==> src/rtl/cecpol_pkg.sv <==
package cecpol_pkg;

  localparam int NUM_ERR = 3;
  localparam int IDX_RISE  = 0;
  localparam int IDX_SHORT = 1;
  localparam int IDX_LONG  = 2;

  typedef struct packed {
    logic stop_on_rise;
    logic gen_on_rise;
    logic gen_on_long;
    logic bcast_quiet;
    logic listen_all;
  } cecpol_cfg_t;

  // Does this error kind end reception?
  function automatic logic f_stop(input int kind, input cecpol_cfg_t c);
    if (kind == IDX_RISE) return c.stop_on_rise;
    return 1'b1;
  endfunction

  // Does this error kind ask for an error bit on the line?
  function automatic logic f_errbit(input int kind, input cecpol_cfg_t c,
                                    input logic bcast);
    logic r;
    r = 1'b0;
    if (bcast) begin
      if (!c.bcast_quiet) begin
        case (kind)
          IDX_RISE:  r = c.stop_on_rise;
          IDX_SHORT: r = !c.listen_all;
          default:   r = 1'b1;
        endcase
      end
    end else begin
      case (kind)
        IDX_RISE:  r = c.stop_on_rise & c.gen_on_rise;
        IDX_SHORT: r = 1'b1;
        default:   r = c.gen_on_long;
      endcase
    end
    return r;
  endfunction

endpackage

==> src/rtl/cecpol_decide.sv <==
module cecpol_decide
  import cecpol_pkg::*;
#(
  parameter int N = NUM_ERR
) (
  input  cecpol_cfg_t  cfg,
  input  logic         bcast,
  input  logic [N-1:0] strobe,
  output logic         stop_any,
  output logic         errbit_any
);
  logic [N-1:0] stop_vec;
  logic [N-1:0] eb_vec;

  for (genvar k = 0; k < N; k++) begin : g_kind
    assign stop_vec[k] = strobe[k] & f_stop(k, cfg);
    assign eb_vec[k]   = strobe[k] & f_errbit(k, cfg, bcast);
  end

  assign stop_any   = |stop_vec;
  assign errbit_any = |eb_vec;
endmodule

==> src/rtl/cecpol_flags.sv <==
module cecpol_flags #(
  parameter int W = 3
) (
  input  logic         clk,
  input  logic         rst_n,
  input  logic [W-1:0] set_i,
  input  logic [W-1:0] clr_i,
  output logic [W-1:0] flags_o
);
  for (genvar k = 0; k < W; k++) begin : g_bit
    always_ff @(posedge clk or negedge rst_n) begin
      if (!rst_n)        flags_o[k] <= 1'b0;
      else if (set_i[k]) flags_o[k] <= 1'b1;
      else if (clr_i[k]) flags_o[k] <= 1'b0;
    end
  end
endmodule

==> src/rtl/cecpol_pulse.sv <==
module cecpol_pulse (
  input  logic clk,
  input  logic rst_n,
  input  logic new_msg,
  input  logic stop_want,
  input  logic eb_want,
  output logic stop_o,
  output logic eb_o,
  output logic eb_fire
);
  logic armed_q;
  logic armed_eff;

  assign armed_eff = armed_q | new_msg;
  assign eb_fire   = eb_want & armed_eff;

  always_ff @(posedge clk or negedge rst_n) begin
    if (!rst_n) begin
      armed_q <= 1'b1;
      stop_o  <= 1'b0;
      eb_o    <= 1'b0;
    end else begin
      armed_q <= armed_eff & ~eb_fire;
      stop_o  <= stop_want;
      eb_o    <= eb_fire;
    end
  end
endmodule

==> src/rtl/cecpol_top.sv <==
module cecpol_top
  import cecpol_pkg::*;
(
  input  logic               clk,
  input  logic               rst_n,
  input  logic               cfg_stop_on_rise,
  input  logic               cfg_gen_on_rise,
  input  logic               cfg_gen_on_long,
  input  logic               cfg_bcast_quiet,
  input  logic               cfg_listen_all,
  input  logic               msg_start,
  input  logic               msg_bcast,
  input  logic               err_rise,
  input  logic               err_short,
  input  logic               err_long,
  input  logic [NUM_ERR-1:0] flag_clr,
  output logic               stop_rx,
  output logic               errbit_req,
  output logic [NUM_ERR-1:0] err_flags
);
  cecpol_cfg_t        cfg;
  logic [NUM_ERR-1:0] strobe;
  logic               stop_want;
  logic               eb_want;
  logic               eb_fire;

  assign cfg = '{stop_on_rise: cfg_stop_on_rise, gen_on_rise: cfg_gen_on_rise,
                 gen_on_long: cfg_gen_on_long, bcast_quiet: cfg_bcast_quiet,
                 listen_all: cfg_listen_all};

  assign strobe[IDX_RISE]  = err_rise;
  assign strobe[IDX_SHORT] = err_short;
  assign strobe[IDX_LONG]  = err_long;

  cecpol_decide #(.N(NUM_ERR)) u_decide (
    .cfg        (cfg),
    .bcast      (msg_bcast),
    .strobe     (strobe),
    .stop_any   (stop_want),
    .errbit_any (eb_want)
  );

  cecpol_pulse u_pulse (
    .clk       (clk),
    .rst_n     (rst_n),
    .new_msg   (msg_start),
    .stop_want (stop_want),
    .eb_want   (eb_want),
    .stop_o    (stop_rx),
    .eb_o      (errbit_req),
    .eb_fire   (eb_fire)
  );

  cecpol_flags #(.W(NUM_ERR)) u_flags (
    .clk     (clk),
    .rst_n   (rst_n),
    .set_i   (strobe),
    .clr_i   (flag_clr),
    .flags_o (err_flags)
  );
endmodule

==> config.mk <==
export PLATFORM = sky130hd
export DESIGN_NAME = cecpol_top
export DESIGN_NICKNAME = d
export VERILOG_FILES = /design/src/rtl/cecpol_pkg.sv /design/src/rtl/cecpol_decide.sv /design/src/rtl/cecpol_flags.sv /design/src/rtl/cecpol_pulse.sv /design/src/rtl/cecpol_top.sv
export SDC_FILE = /design/constraint.sdc
export NUM_CORES = 1
export LEC_CHECK = 0
export ABC_AREA = 0
export CAP_MARGIN = 15
export CORE_AREA = 10 10 47 49
export DETAILED_ROUTE_END_ITERATION = 10
export DIE_AREA = 0 0 57 59
export DONT_BUFFER_PORTS = 1
export PLACE_DENSITY = 0.4
export SETUP_SLACK_MARGIN = 0.1
export SYNTH_ARGS = -nofsm -noshare
export SYNTH_HDL_FRONTEND = slang
export SYNTH_SLANG_ARGS = --single-unit
export TNS_END_PERCENT = 20
==> constraint.sdc <==
create_clock -name clk -period 1.05 [get_ports clk]
set_clock_uncertainty 0.15 [all_clocks]
set_input_delay 0.21 -clock clk [delete_from_list [all_inputs] [get_ports clk]]
set_output_delay 0.21 -clock clk [all_outputs]
set_load 0.02 [all_outputs]
==> impl_metrics.toml, run 1 <==
[sta]
holdWs_ns = -0.0947
tightest_slew_ns = 0.295
setup_violations = 2
setup_slack_ns = -0.00371
slew_viol_final = 0
grt_setup_unrepaired = "yes"
post-route-period-util = 1.00
timing.fmax_mhz = 949
hold_viol_final = 2
fin_crit_ns = 1.05
slew_headroom = 0.802

[finish]
diodes = 0
area_growth_pct = 51.5
fin_area_um2 = 383
final_layout_size_suffix_gt1_frac = 0.419
final_cells = 47
nets = 47

[drt]
vias = 204
avgViaCountPerCell = 4.34
wl_um = 728
ant_nets = 0
wl_met1_um = 306
dr.max_layer_used = "met4"
drtIter0Drc = 1
avgRoutedWirePerCell_um = 15.5
wl_met2_um = 285
drc = 0
drtPass1Iterations = 2
dr_wl_met3_um = 112

[die]
die-area_um2 = 3360
row_count = 14
io_pins = 20
chipWidth_um = 57
coreArea_um2 = 1400
dieHeight_um = 59
start_util = 0.180

[global_route]
grt_max_degree = 7
grt_pass1_vias = 236
track_usage = 0.0482
antenna_found_initial = 0
gr-total-overflow = 0
grt_pass1_wl_um = 1150

[worst_setup_path]
endpoint_kind = "output port"
cp.required_ns = 0.69
critPathMaxFanout = 2
crit_type = "reg -> out"
arrival_ns = 0.69
startpoint_type = "register"

[cts]
clock_path_buffers = 2
cts_buffers = 3
clkSinkCount = 6
clk_latency_ns = 0.24
tritoncts = "built"
root_buffer = "clkbuf_4"
postCtsSetupRepairBufs = 0
clk_pin_slew_ns = 0.05
htree_levels = 1
postCtsHoldBufs = 6

[synthesis]
synth_area_um2 = 253
avgSynthCellArea_um2 = 12.0
ys_ff_latch = 6
synth.distinct_cells = 13
syn-num-nets = 36
syn_inst = 21
yosys_warnings = 0
ys_seq_area_frac = 0.599

[pwr]
ir_drop_mv = 0.362
powerDensity_nw_per_um2 = 1510
cellLeakagePower_nw = 0.202
power_uw = 578

[placement]
gp_congestion = 0.621
hpwl_um = 622
port_buffers = 0
placed_cells = 37
placed_area_um2 = 273

[outcome]
violations = "negative hold slack, negative setup slack"
status = "complete, but fails checks"

[worst_hold_path]
hold_path_class = "in -> reg"

[flow_run]
drv_cap = 0
## logic make-up after synthesis
| family | synth area share |
|---|---|
| AOI/OAI and AO/OA | 0.277 |
| DFF | 0.599 |
| and+or+nand+nor | 0.0792 |
| buffers and inverters | 0.0446 |
## worst paths after layout
| kind | start | end | slack (ns) | cells past startpoint |
|---|---|---|---|---|
| worst max-delay path | u_flags.flags_o[1] | err_flags[1] | -0.004 | 0 |
| worst min-delay path | err_rise | u_flags.flags_o[0] | -0.09 | 1 |
| worst max register to register | u_flags.flags_o[2] | u_flags.flags_o[2] | 0.15 | 1 |
| worst min register to register | u_pulse.armed_q | u_pulse.eb_o | 0.39 | 2 |
| max in group asynchronous | rst_n | u_pulse.armed_q | 0.33 | 1 |
| min in group asynchronous | rst_n | u_flags.flags_o[1] | 0.13 | 1 |
## report_power, final
part           switching, mW  internal [mW]  total, mW
logic                 0.0230         0.0387     0.0618
registers             0.0289          0.256      0.285
clock network         0.0875          0.144      0.232
total                  0.139          0.439      0.578
## cells in the mapped netlist
master / instances / area (um^2)
dfrtp_1: 5 / 125
a21o_1: 3 / 22.5
inv_1: 3 / 11.3
a211o_1: 1 / 8.76
a211oi_2: 1 / 12.5
and2_2: 1 / 7.51
dfstp_2: 1 / 26.3
nand2_1: 1 / 3.75
nor2_1: 1 / 3.75
nor3_1: 1 / 5.00
o211a_1: 1 / 10.0
o21a_1: 1 / 7.51
o22a_1: 1 / 8.76
## flip-flops by register name (all words and copies together), names as in the netlist
signal / flops
u_pulse.eb_o: 1
u_flags.flags_o: 3
u_pulse.stop_o: 1
u_pulse.armed_q: 1
## per-stage QoR
stage	hold WS [ns]	utilization	setup TNS, ns	worst slack [ns]
2_1_floorplan	-0.236	-	0	0.114
3_3_place_gp	-0.235	0.195	0	0.0874
3_5_place_dp	-0.235	0.195	0	0.0729
4_1_cts	-0.107	0.261	-0.0815	-0.0224
5_1_grt	-0.0946	0.273	-0.120	-0.0292
6_report	-0.0947	0.273	-0.00700	-0.00371
## layer usage
layer / track usage / vias up
met2: 0.0465 / 16
met5: 0 / -
li1: - / 94
met3: 0.0236 / 2
met1: 0.0588 / 92
met4: 0.0705 / 0
## cells in the final DEF, fill, tap and decap left out
cell type,synthesis,routed
inv_1,3,3
clkbuf_1,0,1
a21o_1,3,3
a211oi_2,1,1
dfrtp_2,0,5
a211o_1,1,1
o211a_1,1,1
o21a_1,1,1
nor3_2,0,1
dlymetal6s4s_1,0,4
and2_2,1,1
nand2_1,1,1
o22a_1,1,1
clkbuf_4,0,3
dfstp_2,1,1
nor2_2,0,1
dlygate4sd3_1,0,2
## repair_timing
| item | in CTS | in global routing |
|---|---|---|
| gates resized for setup | 5 | 6 |
| pin swaps | 1 | 1 |
| gates cloned | 0 | 0 |
| endpoints found under the setup margin | 6 | 10 |
| hold endpoints to repair | 12 | 2 |
## layout make-up
type	count	area (um^2)
multi-input cells	12	97.6
inverters	3	11.3
flip-flops and latches	6	158
clock buffers	4	26.3
well taps	16	20.0
repair buffers	6	70.1
fillers	151	1020
Power figures use the tool's default switching activity.
==> inputs of run 2 (changes only) <==
--- a/config.mk
+++ b/config.mk
@@ -12,6 +12,7 @@
 export DIE_AREA = 0 0 57 59
 export DONT_BUFFER_PORTS = 1
 export PLACE_DENSITY = 0.4
+export REMOVE_ABC_BUFFERS = 1
 export SETUP_SLACK_MARGIN = 0.1
 export SYNTH_ARGS = -nofsm -noshare
 export SYNTH_HDL_FRONTEND = slang
==> run 2 against run 1 <==
- the run still ends with negative hold slack, negative setup slack left
- highest routed layer unchanged
- die area stayed put
- via count is 4.4% lower
- sequential power is essentially flat
- setup slack worse by 0.013 ns
- combinational power down 7.6%
- power down 0.74%
==> impl_metrics.toml, run 2 (synthesis results as in run 1) <==
[global_route]
gr-total-overflow = 0
grt_pass1_wl_um = 1150
track_usage = 0.0473
grt_pass1_vias = 236
grt_max_degree = 7
antenna_found_initial = 0

[die]
die-area_um2 = 3360
io_pins = 20
coreArea_um2 = 1400
dieHeight_um = 59
row_count = 14
start_util = 0.180
chipWidth_um = 57

[finish]
largest_reg_flops = 3
final_layout_size_suffix_gt1_frac = 0.355
diodes = 0
layout_common_cells = "dfrtp_2, dlygate4sd3_1, inv_1, a21o_1, clkbuf_4"
nets = 47
regMostFlops = "u_flags.flags_o"
layout_commonest_cell = "dfrtp_2"
area_growth_pct = 46.5

[outcome]
violations = "negative hold slack, negative setup slack"
status = "complete, but fails checks"

[cts]
clk_latency_ns = 0.25
postCtsHoldBufs = 6
tritoncts = "built"
root_buffer = "clkbuf_4"
clock_path_buffers = 2
cts_buffers = 3
htree_levels = 1
clk_pin_slew_ns = 0.05
clkSinkCount = 6

[worst_setup_path]
max_stage_delay_ns = 0.56
critPathMaxFanout = 2
reg2reg_from = "u_pulse.armed_q"
startpoint_type = "input pin"
path_cells = "dlygate4sd3_1 -> a211o_1"
crit_family = "buffers and inverters"
crit_type = "in -> reg"
endpoint_kind = "register"
arrival_ns = 1.05
critical_path.startpoint = "err_short"
critPathSlowestCell = "dlygate4sd3_1"
cp.required_ns = 1.03
cp_num_buf_inv = 1

[sta]
setup_violations = 4
tightest_slew_ns = 0.283
setup_tns_ns = -0.0332
slew_headroom = 0.811
grt_setup_unrepaired = "yes"
fin_crit_ns = 1.07
timing.fmax_mhz = 938
holdWs_ns = -0.0981
slew_viol_final = 0
setup_slack_ns = -0.0162
hold_viol_final = 2
post-route-period-util = 1.02

[drt]
wl_um = 751
drtPass1Iterations = 4
drtIter0Drc = 6
drc = 0
vias = 195
avgRoutedWirePerCell_um = 16.0
avgViaCountPerCell = 4.15
ant_nets = 0

[pwr]
powerDensity_nw_per_um2 = 1550
p_sw_frac = 0.240
cellLeakagePower_nw = 0.183
power_frac_seq = 0.497
ir_drop_mv = 0.519
combPwrFrac = 0.099
switchingPower_uw = 138
intPower_uw = 436
clkPwrFrac = 0.404
power_uw = 574

[placement]
port_buffers = 0
hpwl_um = 636
gp_congestion = 0.636

[worst_hold_path]
hold_path_class = "in -> reg"
hold_start = "err_rise"

[flow_run]
drv_cap = 0
## run 2: cell types whose count changed in the layout (fill, tap and decap cells not counted), sizes merged
cell,delta
dlygate4sd3,+2
dlymetal6s4s,-2
## run 2: area by class of cell
type	instances	area, um^2
Clock buffer	4	26.3
Fill cell	154	1030
Inverter	3	11.3
Multi-Input combinational cell	12	90.1
Sequential cell	6	158
Tap cell	16	20.0
Timing Repair Buffer	6	65.1
## run 2: worst paths after layout
check                                          end  slack, ns  depth (start not counted)
min in group asynchronous           u_pulse.stop_o       0.12                          1
max in group asynchronous          u_pulse.armed_q       0.34                          1
worst max register to register        u_pulse.eb_o       0.07                          2
worst max-delay path                u_pulse.stop_o      -0.02                          2
worst min-delay path            u_flags.flags_o[0]       -0.1                          1
worst min register to register        u_pulse.eb_o       0.39                          2
## run 2: what timing repair did
item | in CTS | in global routing
pin swaps | 1 | 2
setup endpoints to repair | 6 | 9
endpoints found under the hold margin | 12 | 2
setup buffers | 0 | 0
resized for setup | 5 | 2
## run 2: power groups by stage
stage | clock (mW) | sequential, mW | combinational (mW)
after floorplan | 0 | 0.282 | 0.0290
after global placement | 0 | 0.287 | 0.0311
after detailed placement | 0 | 0.287 | 0.0323
after CTS | 0.245 | 0.286 | 0.0572
after global routing | 0.270 | 0.288 | 0.0636
final | 0.232 | 0.285 | 0.0571
## run 2: layer usage
layer  track usage  wire length, um  vias to the layer above
met5             0                0                        -
li1              -                -                       92
met2        0.0543              297                       19
met3        0.0365              124                        2
met4        0.0503               23                        0
met1        0.0504              305                       82
## run 2: through the flow
step           instances  setup slack, ns   util  instance area (um^2)
2_1_floorplan         21           0.0961      -                   253
3_3_place_gp          37           0.0784  0.195                   273
3_5_place_dp          37           0.0528  0.195                   273
4_1_cts               47          -0.0226  0.261                   365
5_1_grt               47          -0.0367  0.264                   370
6_report              47          -0.0162  0.264                   370
==> inputs of run 3 (changes only) <==
--- a/config.mk
+++ b/config.mk
@@ -8,12 +8,14 @@
 export ABC_AREA = 0
 export CAP_MARGIN = 15
 export CORE_AREA = 10 10 47 49
+export CTS_CLUSTER_SIZE = 40
 export DETAILED_ROUTE_END_ITERATION = 10
 export DIE_AREA = 0 0 57 59
 export DONT_BUFFER_PORTS = 1
 export PLACE_DENSITY = 0.4
 export REMOVE_ABC_BUFFERS = 1
 export SETUP_SLACK_MARGIN = 0.1
+export SKIP_CTS_REPAIR_TIMING = 1
 export SYNTH_ARGS = -nofsm -noshare
 export SYNTH_HDL_FRONTEND = slang
 export SYNTH_SLANG_ARGS = --single-unit
==> run 3 against run 2 <==
- the run still ends with negative hold slack, negative setup slack left
- setup slack worse by 0.0011 ns
- sequential power about the same
- final cell count unchanged
- critical path depth unchanged
- register-to-register slack better by 0.05 ns
- hold slack better by 0.00091 ns
- via count up 2.1%
- combinational power down 2%
- non-clock buffer count unchanged
- count of clock-buffer cells in the layout unchanged
- cell area down 1.4%
- global-route usage down 0.13 points
- largest cell class unchanged
==> impl_metrics.toml, run 3 (synthesis results as in run 1) <==
[finish]
largest_reg_flops = 3
regMostFlops = "u_flags.flags_o"
layout_common_cells = "dlygate4sd3_1, dfrtp_2, inv_1, a21o_1, clkbuf_4"
area_growth_pct = 44.6
final_cells = 47
diodes = 0
nets = 47
final_layout_size_suffix_gt1_frac = 0.355
final_util = 0.261
layout_commonest_cell = "dlygate4sd3_1"

[sta]
slew_headroom = 0.811
hold_viol_final = 2
holdWs_ns = -0.0972
setup_violations = 4
slew_viol_final = 0
fin_crit_ns = 1.07
tightest_slew_ns = 0.283
grt_setup_unrepaired = "yes"
setup_slack_ns = -0.0174
setup_tns_ns = -0.0310
post-route-period-util = 1.02
timing.fmax_mhz = 937

[global_route]
grt_pass1_wl_um = 1110
track_usage = 0.0460
use_met1 = 0.0432
met3_usage = 0.0429
gr-total-overflow = 0
grt_pass1_vias = 220
antenna_found_initial = 0
grt_max_degree = 7
grtUsageMet2 = 0.0543
busiest_layer = "met2"

[placement]
hpwl_um = 636
post-place-ws_ns = 0.0528
gp_congestion = 0.636
port_buffers = 0
placed_cells = 37

[drt]
wl_um = 755
avgViaCountPerCell = 4.23
ant_nets = 0
drc = 0
avgRoutedWirePerCell_um = 16.1
vias = 199
drtIter0Drc = 6
drtPass1Iterations = 4

[worst_setup_path]
critPathSlowestCell = "dlygate4sd3_1"
startpoint_type = "input pin"
cp_num_buf_inv = 1
cp.required_ns = 1.03
crit_family = "buffers and inverters"
crit_type = "in -> reg"
endpoint_kind = "register"
critical_path.startpoint = "err_short"
arrival_ns = 1.05
critPathMaxFanout = 2
reg2reg_from = "u_pulse.armed_q"
max_stage_delay_ns = 0.56
path_cells = "dlygate4sd3_1 -> a211o_1"

[die]
io_pins = 20
start_util = 0.180
die-area_um2 = 3360
dieHeight_um = 59
coreArea_um2 = 1400
chipWidth_um = 57
row_count = 14

[cts]
htree_levels = 1
clk_latency_ns = 0.25
clkSinkCount = 6
clk_pin_slew_ns = 0.05
root_buffer = "clkbuf_4"
clock_path_buffers = 2
tritoncts = "built"
cts_buffers = 3

[pwr]
intPower_uw = 435
p_sw_frac = 0.240
clkPwrFrac = 0.404
power_uw = 572
switchingPower_uw = 137
cellLeakagePower_nw = 0.165
power_frac_seq = 0.498
combPwrFrac = 0.098
ir_drop_mv = 0.508
powerDensity_nw_per_um2 = 1570

[outcome]
status = "complete, but fails checks"
violations = "negative hold slack, negative setup slack"

[worst_hold_path]
hold_start = "err_rise"
hold_path_class = "in -> reg"

[flow_run]
drv_cap = 0
-- run 3: cell types whose count changed in the layout (fill, tap and decap cells not counted), sizes merged --
cell          before  now
dlymetal6s4s       2    0
dlygate4sd3        4    6
-- run 3: metal layers --
layer | vias to the layer above | share of wire
li1 | 92 | -
met1 | 88 | 0.40
met2 | 17 | 0.39
met3 | 2 | 0.18
met4 | 0 | 0.030
met5 | - | 0
-- run 3: power by group through the flow --
stage          Clock [mW]  Combinational [mW]  Sequential (mW)
6_report            0.231              0.0559            0.285
2_1_floorplan           0              0.0290            0.282
4_1_cts             0.245              0.0324            0.283
3_3_place_gp            0              0.0311            0.287
3_5_place_dp            0              0.0323            0.287
5_1_grt             0.270              0.0627            0.288
-- run 3: worst paths after layout --
path / to / slack, ns / depth (start not counted)
setup / recovery: u_pulse.stop_o / -0.02 / 2
setup reg to reg: u_pulse.eb_o / 0.12 / 2
hold / removal: u_flags.flags_o[0] / -0.1 / 1
max in group asynchronous: u_pulse.armed_q / 0.34 / 1
min in group asynchronous: u_flags.flags_o[0] / 0.13 / 1
hold reg to reg: u_pulse.eb_o / 0.39 / 2
-- run 3: stage by stage --
stage,hold slack (ns),cell area [um^2]
after global placement,-0.235,273
after CTS,-0.505,299
final,-0.0972,365
after detailed placement,-0.235,273
after floorplan,-0.236,253
after global routing,-0.112,365
-- run 3: worst register-to-register path: stages, from the launching register on --
cell and delay, ns:
dfstp_2 0.52, nor2_1 0.04, nor3_1 0.12
-- run 3: area by class of cell --
| cell class | count | area (um^2) |
|---|---|---|
| Inverter | 3 | 11.3 |
| Fill cell | 156 | 1040 |
| Multi-Input combinational cell | 12 | 90.1 |
| Timing Repair Buffer | 6 | 60.1 |
| Clock buffer | 4 | 26.3 |
| Sequential cell | 6 | 158 |
| Tap cell | 16 | 20.0 |
